### src/rtl/tcm_arb_pkg.sv
package tcm_arb_pkg;

  localparam int NUM_BANKS  = 4;
  localparam int NUM_CPU    = 2;
  localparam int BANK_DW    = 32;
  localparam int BANK_BW    = BANK_DW / 8;
  localparam int BANK_SEL_W = $clog2(NUM_BANKS);
  localparam int PAIR_W     = BANK_SEL_W - 1;
  localparam int BYTE_LSB   = $clog2(BANK_BW);
  localparam int ROW_LSB    = BYTE_LSB + BANK_SEL_W;
  localparam int DMA_DW     = 2 * BANK_DW;
  localparam int DMA_BW     = 2 * BANK_BW;

  typedef enum logic [1:0] {
    OWN_NONE = 2'd0,
    OWN_CPU0 = 2'd1,
    OWN_CPU1 = 2'd2,
    OWN_DMA  = 2'd3
  } bankOwner_e;

  // Strobes from the control to the datapath, valid in the grant cycle.
  typedef struct packed {
    bankOwner_e [NUM_BANKS-1:0] owner;
    logic [NUM_CPU-1:0]         cpuRd;
    logic                       dmaRd;
    logic                       dmaErr;
    logic [PAIR_W-1:0]          dmaPair;
  } arbStrobe_t;

endpackage

### src/rtl/tcm_arb_ctrl.sv
module tcm_arb_ctrl
  import tcm_arb_pkg::*;
#(
  parameter int STARVE_LIMIT = 4
) (
  input  logic                                 clk,
  input  logic                                 rstN,
  input  logic [NUM_CPU-1:0]                   cpuReq,
  input  logic [NUM_CPU-1:0]                   cpuWe,
  input  logic [NUM_CPU-1:0][BANK_SEL_W-1:0]   cpuBank,
  input  logic                                 dmaReq,
  input  logic                                 dmaWe,
  input  logic [ROW_LSB-1:0]                   dmaLow,
  output logic [NUM_CPU-1:0]                   cpuGnt,
  output logic                                 dmaGnt,
  output arbStrobe_t                           strb
);

  localparam int CNT_W = $clog2(STARVE_LIMIT + 1);

  logic [CNT_W-1:0]                    starveCnt;
  logic [NUM_CPU-1:0][NUM_BANKS-1:0]   cpuHit;
  logic [NUM_BANKS-1:0]                dmaMask;
  logic [NUM_BANKS-1:0]                busy;
  logic [PAIR_W-1:0]                   dmaPair;
  logic                                dmaMis;
  logic                                dmaOk;
  logic                                boost;
  logic                                dmaWin;
  logic [NUM_CPU-1:0]                  cpuWin;

  assign dmaPair = dmaLow[ROW_LSB-1:BYTE_LSB+1];
  assign dmaMis  = |dmaLow[BYTE_LSB:0];
  assign dmaOk   = dmaReq && !dmaMis;
  assign boost   = dmaOk && (starveCnt == CNT_W'(STARVE_LIMIT));

  // Decode requests into bank masks.
  always_comb begin
    cpuHit  = '0;
    dmaMask = '0;
    for (int p = 0; p < NUM_CPU; p++) begin
      cpuHit[p][cpuBank[p]] = 1'b1;
    end
    for (int b = 0; b < NUM_BANKS; b++) begin
      dmaMask[b] = ((BANK_SEL_W'(b) >> 1) == {1'b0, dmaPair});
    end
  end

  // Fixed priority: boosted DMA, then port 0, port 1, normal DMA.
  always_comb begin
    busy   = '0;
    cpuWin = '0;
    dmaWin = 1'b0;
    if (boost) begin
      dmaWin = 1'b1;
      busy   = dmaMask;
    end
    for (int p = 0; p < NUM_CPU; p++) begin
      if (cpuReq[p] && ((busy & cpuHit[p]) == '0)) begin
        cpuWin[p] = 1'b1;
        busy      = busy | cpuHit[p];
      end
    end
    if (!boost) begin
      dmaWin = dmaOk && ((busy & dmaMask) == '0);
    end
  end

  always_comb begin
    for (int b = 0; b < NUM_BANKS; b++) begin
      if (dmaWin && dmaMask[b])              strb.owner[b] = OWN_DMA;
      else if (cpuWin[0] && cpuHit[0][b])    strb.owner[b] = OWN_CPU0;
      else if (cpuWin[1] && cpuHit[1][b])    strb.owner[b] = OWN_CPU1;
      else                                   strb.owner[b] = OWN_NONE;
    end
    strb.cpuRd   = cpuWin & ~cpuWe;
    strb.dmaRd   = dmaWin && !dmaWe;
    strb.dmaErr  = dmaReq && dmaMis;
    strb.dmaPair = dmaPair;
  end

  assign cpuGnt = cpuWin;
  assign dmaGnt = dmaWin || (dmaReq && dmaMis);

  // Consecutive-loss counter for the aligned DMA request.
  always_ff @(posedge clk or negedge rstN) begin
    if (!rstN) begin
      starveCnt <= '0;
    end else if (!dmaOk || dmaWin) begin
      starveCnt <= '0;
    end else if (starveCnt != CNT_W'(STARVE_LIMIT)) begin
      starveCnt <= starveCnt + 1'b1;
    end
  end

endmodule

### src/rtl/tcm_arb_dpath.sv
module tcm_arb_dpath
  import tcm_arb_pkg::*;
#(
  parameter int ROW_W = 12
) (
  input  logic                                 clk,
  input  logic                                 rstN,
  input  arbStrobe_t                           strb,
  input  logic [NUM_CPU-1:0]                   cpuWe,
  input  logic [NUM_CPU-1:0][BANK_SEL_W-1:0]   cpuBank,
  input  logic [NUM_CPU-1:0][ROW_W-1:0]        cpuRow,
  input  logic [NUM_CPU-1:0][BANK_DW-1:0]      cpuWdata,
  input  logic [NUM_CPU-1:0][BANK_BW-1:0]      cpuBe,
  input  logic                                 dmaWe,
  input  logic [ROW_W-1:0]                     dmaRow,
  input  logic [DMA_DW-1:0]                    dmaWdata,
  input  logic [DMA_BW-1:0]                    dmaBe,
  output logic [NUM_BANKS-1:0]                 bankEn,
  output logic [NUM_BANKS-1:0]                 bankWe,
  output logic [NUM_BANKS-1:0][ROW_W-1:0]      bankAddr,
  output logic [NUM_BANKS-1:0][BANK_DW-1:0]    bankWdata,
  output logic [NUM_BANKS-1:0][BANK_BW-1:0]    bankBe,
  input  logic [NUM_BANKS-1:0][BANK_DW-1:0]    bankRdata,
  output logic [NUM_CPU-1:0]                   cpuRvalid,
  output logic [NUM_CPU-1:0][BANK_DW-1:0]      cpuRdata,
  output logic                                 dmaRvalid,
  output logic [DMA_DW-1:0]                    dmaRdata,
  output logic                                 dmaErr
);

  // Bank-side muxing, one copy per bank.
  for (genvar b = 0; b < NUM_BANKS; b++) begin : g_bank
    localparam int HALF = b % 2;
    logic               en;
    logic               we;
    logic [ROW_W-1:0]   row;
    logic [BANK_DW-1:0] wd;
    logic [BANK_BW-1:0] be;

    always_comb begin
      en  = 1'b1;
      we  = 1'b0;
      row = '0;
      wd  = '0;
      be  = '0;
      case (strb.owner[b])
        OWN_CPU0: begin
          we = cpuWe[0]; row = cpuRow[0]; wd = cpuWdata[0]; be = cpuBe[0];
        end
        OWN_CPU1: begin
          we = cpuWe[1]; row = cpuRow[1]; wd = cpuWdata[1]; be = cpuBe[1];
        end
        OWN_DMA: begin
          we  = dmaWe;
          row = dmaRow;
          wd  = dmaWdata[HALF*BANK_DW +: BANK_DW];
          be  = dmaBe[HALF*BANK_BW +: BANK_BW];
        end
        default: en = 1'b0;
      endcase
    end

    assign bankEn[b]    = en;
    assign bankWe[b]    = we;
    assign bankAddr[b]  = row;
    assign bankWdata[b] = wd;
    assign bankBe[b]    = be;
  end

  // Return path: remember which bank each read used.
  logic [NUM_CPU-1:0]                 cpuRvQ;
  logic [NUM_CPU-1:0][BANK_SEL_W-1:0] cpuBankQ;
  logic                               dmaRvQ;
  logic [PAIR_W-1:0]                  dmaPairQ;
  logic                               dmaErrQ;

  always_ff @(posedge clk or negedge rstN) begin
    if (!rstN) begin
      cpuRvQ   <= '0;
      cpuBankQ <= '0;
      dmaRvQ   <= 1'b0;
      dmaPairQ <= '0;
      dmaErrQ  <= 1'b0;
    end else begin
      cpuRvQ   <= strb.cpuRd;
      cpuBankQ <= cpuBank;
      dmaRvQ   <= strb.dmaRd;
      dmaPairQ <= strb.dmaPair;
      dmaErrQ  <= strb.dmaErr;
    end
  end

  always_comb begin
    for (int p = 0; p < NUM_CPU; p++) begin
      cpuRdata[p] = cpuRvQ[p] ? bankRdata[cpuBankQ[p]] : '0;
    end
    dmaRdata = dmaRvQ ? {bankRdata[{dmaPairQ, 1'b1}], bankRdata[{dmaPairQ, 1'b0}]} : '0;
  end

  assign cpuRvalid = cpuRvQ;
  assign dmaRvalid = dmaRvQ;
  assign dmaErr    = dmaErrQ;

endmodule

### src/rtl/tcm_bank_arbiter.sv
module tcm_bank_arbiter
  import tcm_arb_pkg::*;
#(
  parameter int AW           = 16,
  parameter int STARVE_LIMIT = 4
) (
  input  logic                                        clk,
  input  logic                                        rstN,
  input  logic [NUM_CPU-1:0]                          cpuReq,
  input  logic [NUM_CPU-1:0]                          cpuWe,
  input  logic [NUM_CPU-1:0][AW-1:0]                  cpuAddr,
  input  logic [NUM_CPU-1:0][BANK_DW-1:0]             cpuWdata,
  input  logic [NUM_CPU-1:0][BANK_BW-1:0]             cpuBe,
  output logic [NUM_CPU-1:0]                          cpuGnt,
  output logic [NUM_CPU-1:0]                          cpuRvalid,
  output logic [NUM_CPU-1:0][BANK_DW-1:0]             cpuRdata,
  input  logic                                        dmaReq,
  input  logic                                        dmaWe,
  input  logic [AW-1:0]                               dmaAddr,
  input  logic [DMA_DW-1:0]                           dmaWdata,
  input  logic [DMA_BW-1:0]                           dmaBe,
  output logic                                        dmaGnt,
  output logic                                        dmaRvalid,
  output logic [DMA_DW-1:0]                           dmaRdata,
  output logic                                        dmaErr,
  output logic [NUM_BANKS-1:0]                        bankEn,
  output logic [NUM_BANKS-1:0]                        bankWe,
  output logic [NUM_BANKS-1:0][AW-ROW_LSB-1:0]        bankAddr,
  output logic [NUM_BANKS-1:0][BANK_DW-1:0]           bankWdata,
  output logic [NUM_BANKS-1:0][BANK_BW-1:0]           bankBe,
  input  logic [NUM_BANKS-1:0][BANK_DW-1:0]           bankRdata
);

  localparam int ROW_W = AW - ROW_LSB;

  logic [NUM_CPU-1:0][BANK_SEL_W-1:0] cpuBank;
  logic [NUM_CPU-1:0][ROW_W-1:0]      cpuRow;
  logic [NUM_CPU-1:0][BYTE_LSB-1:0]   unusedByteBits;
  arbStrobe_t                         strb;

  for (genvar p = 0; p < NUM_CPU; p++) begin : g_split
    assign cpuBank[p]        = cpuAddr[p][ROW_LSB-1:BYTE_LSB];
    assign cpuRow[p]         = cpuAddr[p][AW-1:ROW_LSB];
    assign unusedByteBits[p] = cpuAddr[p][BYTE_LSB-1:0];
  end

  tcm_arb_ctrl #(
    .STARVE_LIMIT(STARVE_LIMIT)
  ) u_ctrl (
    .clk     (clk),
    .rstN    (rstN),
    .cpuReq  (cpuReq),
    .cpuWe   (cpuWe),
    .cpuBank (cpuBank),
    .dmaReq  (dmaReq),
    .dmaWe   (dmaWe),
    .dmaLow  (dmaAddr[ROW_LSB-1:0]),
    .cpuGnt  (cpuGnt),
    .dmaGnt  (dmaGnt),
    .strb    (strb)
  );

  tcm_arb_dpath #(
    .ROW_W(ROW_W)
  ) u_dpath (
    .clk       (clk),
    .rstN      (rstN),
    .strb      (strb),
    .cpuWe     (cpuWe),
    .cpuBank   (cpuBank),
    .cpuRow    (cpuRow),
    .cpuWdata  (cpuWdata),
    .cpuBe     (cpuBe),
    .dmaWe     (dmaWe),
    .dmaRow    (dmaAddr[AW-1:ROW_LSB]),
    .dmaWdata  (dmaWdata),
    .dmaBe     (dmaBe),
    .bankEn    (bankEn),
    .bankWe    (bankWe),
    .bankAddr  (bankAddr),
    .bankWdata (bankWdata),
    .bankBe    (bankBe),
    .bankRdata (bankRdata),
    .cpuRvalid (cpuRvalid),
    .cpuRdata  (cpuRdata),
    .dmaRvalid (dmaRvalid),
    .dmaRdata  (dmaRdata),
    .dmaErr    (dmaErr)
  );

endmodule

### config.mk
export PLATFORM = sky130hd
export DESIGN_NAME = tcm_bank_arbiter
export DESIGN_NICKNAME = d
export VERILOG_FILES = /design/src/rtl/tcm_arb_pkg.sv /design/src/rtl/tcm_arb_ctrl.sv /design/src/rtl/tcm_arb_dpath.sv /design/src/rtl/tcm_bank_arbiter.sv
export SDC_FILE = /design/constraint.sdc
export NUM_CORES = 1
export LEC_CHECK = 0
export BUFFER_PORTS_ARGS = -buffer_cell sky130_fd_sc_hd__clkbuf_2
export CORE_AREA = 2 2 257 259
export DETAILED_ROUTE_END_ITERATION = 10
export DIE_AREA = 0 0 259 261
export GPL_TIMING_DRIVEN = 0
export PLACE_DENSITY = 0.33
export SETUP_SLACK_MARGIN = 0.5
export SLEW_MARGIN = 20
export SYNTH_ARGS = -nofsm -noshare
export SYNTH_HDL_FRONTEND = slang
export SYNTH_HIERARCHICAL = 1
export SYNTH_SLANG_ARGS = --single-unit
### constraint.sdc
create_clock -name clk -period 2.7 [get_ports clk]
set_input_delay 0.54 -clock clk [delete_from_list [all_inputs] [get_ports clk]]
set_output_delay 0.54 -clock clk [all_outputs]
set_load 0.1 [all_outputs]
==> flow_metrics.tcl, run 1 <==
set metrics [dict create \
    cp.required_ns 2.16 \
    clockRootBuffer "clkbuf_16" \
    gr-usage-all-layers 0.1769 \
    gp_congestion 0.8470 \
    placed_area_um2 15870 \
    nets 1964 \
    multi_input_area_um2 10830 \
    htreeDepth 1 \
    violations "negative setup slack" \
    peakVddDrop_v 0.0001850 \
    finalMaxSlewViolations 0 \
    initial_core_util 0.1261 \
    yosys_warnings 6 \
    yosysUniqueCellTypes 38 \
    setup_viol 200 \
    path_class "in -> out" \
    cp_max_fo 10 \
    cp_top_family "buffers and inverters" \
    hp-class "in -> async" \
    grt_pass1_vias 11800 \
    startpoint_type "primary input" \
    routedWlPerCell_um 26.79 \
    die_h_um 261 \
    nFillCells 6605 \
    max_slew.worst_pin.slew_ns 0.6483 \
    post_synth.cell_area_avg_um2 9.043 \
    worstPathCellList "buf_6 > nor3_4 > and2_4 > nand3b_1 > o21ai_1 > buf_6 > buf_12 > mux2_4 > a22o_4 > clkbuf_16" \
    ys_seq_area_frac 0.03661 \
    synth_fp_nets 1237 \
    antenna_found_initial 7 \
    syn_area_um2 8202 \
    layout_setup_ws_ns -0.4416 \
    port_buffers 657 \
    drtAntennaViolNets 0 \
    wl_um 66970 \
    final_area_um2 21080 \
    fp-row-count 94 \
    place_hpwl_um 52690 \
    seq_area_um2 311.5 \
    tritoncts "built" \
    clkLatencyLatePin_ns 0.24 \
    core_um2 65040 \
    routed_via_density 4.419 \
    synth-seq-cells 12 \
    drc 0 \
    clk_pin_slew_ns 0.05 \
    powerDensity_nw_per_um2 278.8 \
    clockBufferDepth 2 \
    pre_cts_ws_ns -0.9332 \
    finalCriticalPeriod_ns 3.142 \
    cpMostUsedCell "buf_6" \
    via_count 11050 \
    die_w_um 259 \
    grt_max_degree 13 \
    relSlewSlack 0.5696 \
    fmax_ghz 0.3183 \
    clock-sinks 12 \
    final_hold_viol_count 0 \
    cts_inserted_buffers 3 \
    utilization 0.3242 \
    cts_hold_buf 0 \
    syn_inst 907 \
    finalClockSkew_ns 0.004599 \
    endpoint_kind "output port" \
    cpMaxStageDelayCell "mux2_4" \
    worstPathArrival_ns 2.60 \
    area_growth_pct 157.1 \
    grt_overflow 0 \
    tns_ns -68.33 \
    cpPeakStageDelay_ns 0.32 \
    finalCritPeriodShare 1.164 \
    grt_pass1_wl_um 88550 \
    worstPathBufferInverterCount 4 \
    max_cap_violations 0 \
    io_pins 663 \
    rsz0062_at_grt "yes" \
    outcome "complete, but fails checks" \
    drt_iter0_markers 296 \
    firstDrtPassIters 4 \
    drive_gt1_frac 0.8775 \
    dieArea_um2 67600 \
    reg2reg_slack_ns 1.23 \
    holdWs_ns 0.1854 \
    leakage_nw 9.661 \
]
sequential cells by signal, summed over array words and instances (netlist names):
signal             count
u_dpath/dmaRvalid      1
u_dpath/cpuRvalid      2
u_ctrl/starveCnt       3
u_dpath/cpuBankQ       4
u_dpath/dmaPairQ       1
u_dpath/dmaErr         1
logic make-up (layout without fill, tap and decap cells):
| family | Yosys count | count (layout) | share of synthesized area |
|---|---|---|---|
| buffers and inverters | 121 | 847 | 0.09886 |
| AND/OR/NAND/NOR | 108 | 108 | 0.08314 |
| XOR/XNOR | 4 | 4 | 0.004272 |
| AO/OA/AOI/OAI | 270 | 270 | 0.2673 |
| flip-flops | 12 | 12 | 0.03661 |
| other | 0 | 3 | 0 |
| multiplexers | 390 | 390 | 0.5068 |
| adder cells (fa/ha/maj) | 2 | 2 | 0.003051 |
cells in the final DEF (no fill, tap or decap), types with 51 or more instances in the layout:
| cell | instances |
|---|---|
| buf_4 | 73 |
| o22ai_4 | 64 |
| clkbuf_16 | 52 |
| buf_12 | 154 |
| clkbuf_8 | 51 |
| a22o_4 | 193 |
| nor2b_4 | 71 |
| mux2_2 | 75 |
| buf_6 | 56 |
| clkbuf_2 | 411 |
| mux2_4 | 121 |
| mux2i_1 | 156 |
cell usage after synthesis, drive strengths merged:
cell type	count	area share
clkbuf	34	0.016
nand2	12	0.0058
nand2b	3	0.0023
a22o	197	0.21
xor2	2	0.0021
o31ai	1	0.00092
o311ai	1	0.0011
o311a	1	0.0012
mux2	196	0.27
nor2b	72	0.059
nor3b	1	0.00092
and2b	1	0.0011
and2	1	0.00092
or2	4	0.0031
nor3	2	0.0026
nand4	1	0.00076
dfrtp	12	0.037
nand3b	1	0.00092
a21boi	1	0.00092
o22ai	64	0.049
nand3	5	0.0031
ha	2	0.0031
mux2i	194	0.24
o41ai	1	0.0011
xnor2	2	0.0021
buf	84	0.082
nor2	5	0.0023
inv	3	0.0014
o31a	1	0.0011
o21ai	3	0.0018
worst register-to-register path: cells and delay by family (launching register included):
family,cells,cell delay [ns]
flip-flops,1,0.39
AO/OA/AOI/OAI,1,0.38
buffers and inverters,2,0.23
AND/OR/NAND/NOR,2,0.19
adder cells (fa/ha/maj),1,0.17
metrics by stage:
stage	power [mW]	cells
after CTS	5.301	2436
after global placement	4.580	2428
after floorplan	3.608	907
after global routing	6.064	2498
final	5.878	2500
after detailed placement	4.589	2428
per-layer routing:
layer / share of wire / global-route usage
met1: 0.40 / 0.2042
met2: 0.52 / 0.3351
met3: 0.065 / 0.04375
met4: 0.019 / 0.02200
met5: 0.0010 / 0
worst paths after layout:
path,start,cells after the start,endpoint
worst max-delay path,dmaAddr[2],10,bankWdata[30]
worst min-delay path,rstN,1,u_dpath/cpuBankQ[3]
worst max register to register,u_ctrl/starveCnt[1],6,u_dpath/cpuRvalid[1]
worst min register to register,u_ctrl/starveCnt[0],2,u_ctrl/starveCnt[0]
max in group asynchronous,rstN,1,u_dpath/cpuRvalid[0]
min in group clk,dmaAddr[3],1,u_dpath/dmaPairQ
layout make-up:
type                       instances  area share
antenna                            3   0.0003561
multi-input combinational        774      0.5139
tap                              864     0.05128
timing repair buffer             722      0.3437
inverter                           3   0.0005341
sequential                        12     0.01478
clock buffer                       4    0.004214
buffer                           118     0.07122
power by group:
part           total (mW)  internal (mW)  switching (mW)
clock network       0.298          0.223          0.0750
registers           0.193          0.189         0.00402
logic                5.39           2.05            3.34
what timing repair did:
item / CTS / global route
gates resized for setup: 459 / 765
pin swaps: 4 / 33
setup endpoints to repair: 331 / 331
buffers inserted: 4 / 44
cloned: 0 / 17
Note: power is estimated with default switching activity, not from simulation.
==> run 2: changes to the inputs <==
--- a/config.mk
+++ b/config.mk
@@ -6,11 +6,11 @@
 export NUM_CORES = 1
 export LEC_CHECK = 0
 export BUFFER_PORTS_ARGS = -buffer_cell sky130_fd_sc_hd__clkbuf_2
-export CORE_AREA = 2 2 257 259
+export CORE_AREA = 2 2 259 261
 export DETAILED_ROUTE_END_ITERATION = 10
-export DIE_AREA = 0 0 259 261
+export DIE_AREA = 0 0 261 263
 export GPL_TIMING_DRIVEN = 0
-export PLACE_DENSITY = 0.33
+export PLACE_DENSITY = 0.31
 export SETUP_SLACK_MARGIN = 0.5
 export SLEW_MARGIN = 20
 export SYNTH_ARGS = -nofsm -noshare
==> constraint.sdc (replaced) <==
create_clock -name clk -period 3.1 [get_ports clk]
set_input_delay 0.62 -clock clk [delete_from_list [all_inputs] [get_ports clk]]
set_output_delay 0.62 -clock clk [all_outputs]
set_load 0.1 [all_outputs]
==> run 2 against run 1 <==
The flow still finishes with violations (negative setup slack). Clock skew down 0.0018 ns. Design area increased by 3.9%. Sequential share of layout area fell by 0.066 points. First-iteration DRC count is 44% higher. Wire length rose by 5.7%. Final cell count up 0.92%. Critical path depth increased by 2. Setup slack improved by 0.22 ns. Sequential power down 13%. Non-clock buffer count grew 23. Register-to-register slack improved by 0.39 ns.
==> flow_metrics.tcl, run 2 (synthesis results as in run 1) <==
set metrics [dict create \
    grt_max_degree 13 \
    setup_viol 198 \
    regMostFlops "u_dpath/cpuBankQ" \
    die_h_um 263 \
    grt_pass1_wl_um 94710 \
    wl_um 70750 \
    drive_gt1_frac 0.8291 \
    drtAntennaViolNets 0 \
    grt_overflow 0 \
    cpMaxStageDelayCell "mux2_4" \
    pre_cts_ws_ns -0.7941 \
    drt_iter0_markers 425 \
    firstDrtPassIters 4 \
    finalCriticalPeriod_ns 3.320 \
    worstPathBufferInverterCount 6 \
    placed_area_um2 15160 \
    startpoint_type "primary input" \
    outcome "complete, but fails checks" \
    htreeDepth 1 \
    port_buffers 657 \
    final_area_um2 21890 \
    peakVddDrop_v 0.0001528 \
    gp_congestion 0.8328 \
    finalCritPeriodShare 1.071 \
    dieArea_um2 68640 \
    cp_top_family "buffers and inverters" \
    tritoncts "built" \
    die_w_um 261 \
    path_class "in -> out" \
    cp.required_ns 2.48 \
    clockRootBuffer "clkbuf_16" \
    initial_core_util 0.1250 \
    place_hpwl_um 53690 \
    routed_via_density 4.463 \
    drc 0 \
    rsz0062_at_grt "yes" \
    grt_pass1_vias 12440 \
    cpMostUsedCell "buf_12" \
    final_cell_mix "clkbuf_2, mux2i_1, mux2_4" \
    area_growth_pct 167.0 \
    cts_hold_buf 0 \
    endpoint_kind "output port" \
    relSlewSlack 0.5726 \
    finalMaxSlewViolations 0 \
    core_um2 65630 \
    io_pins 663 \
    cts_inserted_buffers 3 \
    antenna_found_initial 6 \
    max_cap_violations 0 \
    clock-sinks 12 \
    clkLatencyLatePin_ns 0.24 \
    multi_input_area_um2 10480 \
    leakage_nw 10.18 \
    seq_area_um2 309.0 \
    cp_max_fo 5 \
    worstPathCellList "buf_6 > nor3_4 > and2_4 > nand3b_1 > nand2_1 > buf_8 > buf_12 > buf_12 > buf_12 > mux2_4 > a22o_4 > clkbuf_16" \
    layout_setup_ws_ns -0.2204 \
    largest_reg_flops 4 \
    final_hold_viol_count 0 \
    max_slew.worst_pin.slew_ns 0.6438 \
    routedWlPerCell_um 28.04 \
    via_count 11260 \
    cpPeakStageDelay_ns 0.31 \
    hp-class "in -> async" \
    violations "negative setup slack" \
    powerDensity_nw_per_um2 241.8 \
    worstPathArrival_ns 2.70 \
    fp-row-count 94 \
    final_common_cell "clkbuf_2" \
    nets 1987 \
    nFillCells 6696 \
    clk_pin_slew_ns 0.05 \
    finalClockSkew_ns 0.002840 \
    gr-usage-all-layers 0.1876 \
    clockBufferDepth 2 \
    fmax_ghz 0.3012 \
]
## run 2: metal layers
metal  share of wire  GRT usage  vias to the layer above
met4           0.018    0.03102                        8
met3           0.075    0.05527                       56
li1                -          -                     5120
met5         0.00065          0                        -
met2            0.52     0.3504                      424
met1            0.39     0.2100                     5651
## run 2: final cells by class
class,instances,share of cell area
antenna,3,0.0003429
buffer,118,0.06640
clock buffer,4,0.004057
inverter,3,0.0005143
multi-input combinational,774,0.4785
sequential,12,0.01412
tap,864,0.04937
timing repair buffer,745,0.3867
## run 2: path summary, 6_finish.rpt
check	start	endpoint	slack (ns)	cells past startpoint
setup / recovery	dmaAddr[2]	bankAddr[13]	-0.22	12
max in group asynchronous	rstN	u_dpath/cpuRvalid[1]	2.53	1
hold reg to reg	u_ctrl/starveCnt[0]	u_ctrl/starveCnt[0]	0.59	2
setup reg to reg	u_ctrl/starveCnt[1]	u_dpath/cpuRvalid[1]	1.62	6
hold / removal	rstN	u_dpath/cpuBankQ[1]	0.28	1
min in group clk	dmaAddr[3]	u_dpath/dmaPairQ	0.48	1
## run 2: per-stage QoR
| stage | utilization | TNS, ns | power [mW] | std cells | hold slack, ns |
|---|---|---|---|---|---|
| 5_1_grt | 0.3336 | -48.47 | 5.458 | 2522 | 0.2976 |
| 3_5_place_dp | 0.2310 | -125.63 | 3.913 | 2428 | 0.4610 |
| 2_1_floorplan | - | 0 | 3.036 | 907 | 0.3244 |
| 6_report | 0.3336 | -23.70 | 5.293 | 2523 | 0.2777 |
| 3_3_place_gp | 0.2310 | -127.48 | 3.909 | 2428 | 0.4610 |
| 4_1_cts | 0.2994 | -39.72 | 4.915 | 2477 | 0.2860 |
## run 2: power breakdown
group          internal (mW)  leakage (nW)  total, mW  switching, mW
registers              0.164         0.147      0.167        0.00309
logic                   1.93          9.99       4.86           2.93
clock network          0.195        0.0442      0.269         0.0738
## run 2: worst register-to-register path, stage by stage (launching register included)
cell and delay [ns]:
dfrtp_1 0.37, inv_1 0.10, ha_4 0.17, nand2_4 0.07
buf_4 0.15, o311a_1 0.38, nor2b_4 0.15
## run 2: what timing repair did
item	in CTS	in global routing
resized for setup	680	567
cloned	10	21
hold endpoints to repair	0	0
setup buffers	35	22
pin swaps	9	39
endpoints found under the setup margin	324	324
==> run 3: changes to the inputs <==
--- a/config.mk
+++ b/config.mk
@@ -5,13 +5,13 @@
 export SDC_FILE = /design/constraint.sdc
 export NUM_CORES = 1
 export LEC_CHECK = 0
-export BUFFER_PORTS_ARGS = -buffer_cell sky130_fd_sc_hd__clkbuf_2
+export BUFFER_PORTS_ARGS = -buffer_cell sky130_fd_sc_hd__buf_2
 export CORE_AREA = 2 2 259 261
 export DETAILED_ROUTE_END_ITERATION = 10
 export DIE_AREA = 0 0 261 263
 export GPL_TIMING_DRIVEN = 0
 export PLACE_DENSITY = 0.31
-export SETUP_SLACK_MARGIN = 0.5
+export SETUP_SLACK_MARGIN = 0.15
 export SLEW_MARGIN = 20
 export SYNTH_ARGS = -nofsm -noshare
 export SYNTH_HDL_FRONTEND = slang
==> run 3 against run 2 <==
The run still ends with negative setup slack left. Fmax fell by 0.24%. Combinational power fell by 10%. Worst hold slack got worse by 0.014 ns. Register-to-register slack improved by 0.07 ns. Design area fell by 15%. Sequential cell count did not move. Final cell count fell by 1.1%. Clock-buffer cell count did not move. Critical path depth fell by 1. Core utilization fell by 5.1 points. Wire length fell by 5.8%. Via count fell by 0.59%. Critical endpoint is now bankWe[1]. Largest power group unchanged.
==> flow_metrics.tcl, run 3 (synthesis results as in run 1) <==
set metrics [dict create \
    outcome "complete, but fails checks" \
    violations "negative setup slack" \
    wl_um 66650 \
    place_hpwl_um 51640 \
    clockRootBuffer "clkbuf_16" \
    hp-class "in -> async" \
    gr-usage-all-layers 0.1774 \
    finalCriticalPeriod_ns 3.328 \
    die_w_um 261 \
    finalClockSkew_ns 0.0004173 \
    final_hold_viol_count 0 \
    peakVddDrop_v 0.0001634 \
    clkLatencyLatePin_ns 0.24 \
    clk_pin_slew_ns 0.04 \
    port_buffers 657 \
    startpoint_type "primary input" \
    largest_reg_flops 4 \
    powerDensity_nw_per_um2 258.1 \
    drc 0 \
    routedWlPerCell_um 26.71 \
    tritoncts "built" \
    clockBufferDepth 2 \
    routed_via_density 4.486 \
    die_h_um 263 \
    relSlewSlack 0.4934 \
    grt_max_degree 13 \
    path_class "in -> out" \
    nets 1958 \
    io_pins 663 \
    worstPathArrival_ns 2.71 \
    leakage_nw 8.969 \
    cts_hold_buf 0 \
    via_count 11190 \
    core_um2 65630 \
    setup_viol 196 \
    htreeDepth 1 \
    antenna_found_initial 9 \
    finalCritPeriodShare 1.074 \
    drt_iter0_markers 461 \
    gp_congestion 0.8966 \
    nFillCells 7006 \
    grt_pass1_vias 12120 \
    seq_area_um2 300.3 \
    pwr-share-clk 0.054 \
    max_slew.worst_pin.slew_ns 0.7599 \
    cp_max_fo 7 \
    cp.required_ns 2.48 \
    endpoint_kind "output port" \
    sequentialPowerShare 0.035 \
    final_area_um2 18550 \
    p_int_mw 1.971 \
    drive_gt1_frac 0.8021 \
    final_cell_mix "buf_2, mux2i_1, buf_12" \
    cts_inserted_buffers 3 \
    fmax_ghz 0.3005 \
    combPwrFrac 0.911 \
    fp-row-count 94 \
    p_switching_mw 2.815 \
    finalMaxSlewViolations 0 \
    area_growth_pct 126.1 \
    final_common_cell "buf_2" \
    clock-sinks 12 \
    dieArea_um2 68640 \
    grt_pass1_wl_um 90190 \
    pre_cts_ws_ns -1.038 \
    max_cap_violations 0 \
    initial_core_util 0.1250 \
    firstDrtPassIters 7 \
    multi_input_area_um2 8905 \
    grt_overflow 0 \
    placed_area_um2 12970 \
    r2r_cells 6 \
    total_power_mw 4.786 \
    utilization 0.2826 \
    drtAntennaViolNets 0 \
    rsz0062_at_grt "yes" \
    regMostFlops "u_dpath/cpuBankQ" \
    layout_setup_ws_ns -0.2283 \
    netSwitchingFraction 0.5882 \
]
run 3: through the flow:
step	hold WS [ns]	TNS [ns]	instances
after detailed placement	0.4681	-136.97	2428
final	0.2636	-27.52	2495
after global routing	0.2792	-38.80	2494
after floorplan	0.3244	-26.61	907
after global placement	0.4562	-138.86	2428
after CTS	0.2703	-32.29	2462
run 3: cell type report:
type	instances	share of cell area
Antenna cell	4	0.0005397
Buffer	117	0.06922
Clock buffer	4	0.004790
Inverter	3	0.0006072
Multi-Input combinational cell	774	0.4802
Sequential cell	12	0.01619
Tap cell	864	0.05829
Timing Repair Buffer	717	0.3702
run 3: final timing paths:
kind	from	to	slack, ns
max	dmaAddr[1]	bankWe[1]	-0.23
min	rstN	u_ctrl/starveCnt[0]	0.26
max reg2reg	u_ctrl/starveCnt[1]	u_dpath/dmaRvalid	1.69
min reg2reg	u_ctrl/starveCnt[0]	u_ctrl/starveCnt[0]	0.55
max in group asynchronous	rstN	u_dpath/cpuBankQ[1]	2.61
min in group clk	dmaAddr[3]	u_dpath/dmaPairQ	0.49
run 3: worst max-delay path: stages:
cell,delay [ns]
buf_6,0.10
nor3_4,0.26
and2_4,0.22
nand3b_1,0.20
nand2_2,0.20
buf_12,0.18
buf_12,0.15
mux2_4,0.30
a22o_1,0.19
buf_6,0.12
buf_12,0.15
run 3: layer usage:
metal	wire [µm]	vias to the layer above	global-route usage
met5	13	-	0
met4	1257	2	0.03240
met3	5125	53	0.04131
met2	34870	508	0.3366
met1	25380	5597	0.1999
li1	-	5033	-
run 3: timing repair:
| action | 4_1_cts | 5_1_grt |
|---|---|---|
| setup endpoints to repair | 228 | 252 |
| pin swaps | 10 | 24 |
| gates resized for setup | 734 | 407 |
| cloned | 8 | 7 |
| buffers inserted | 22 | 23 |
run 3: power groups by stage:
stage,Combinational [mW],Clock (mW),Sequential [mW]
finish,4.36,0.260,0.167
global route,4.49,0.276,0.168
CTS,3.96,0.268,0.167
detailed placement,3.37,0,0.170
global placement,3.37,0,0.169
floorplan,2.50,0,0.186
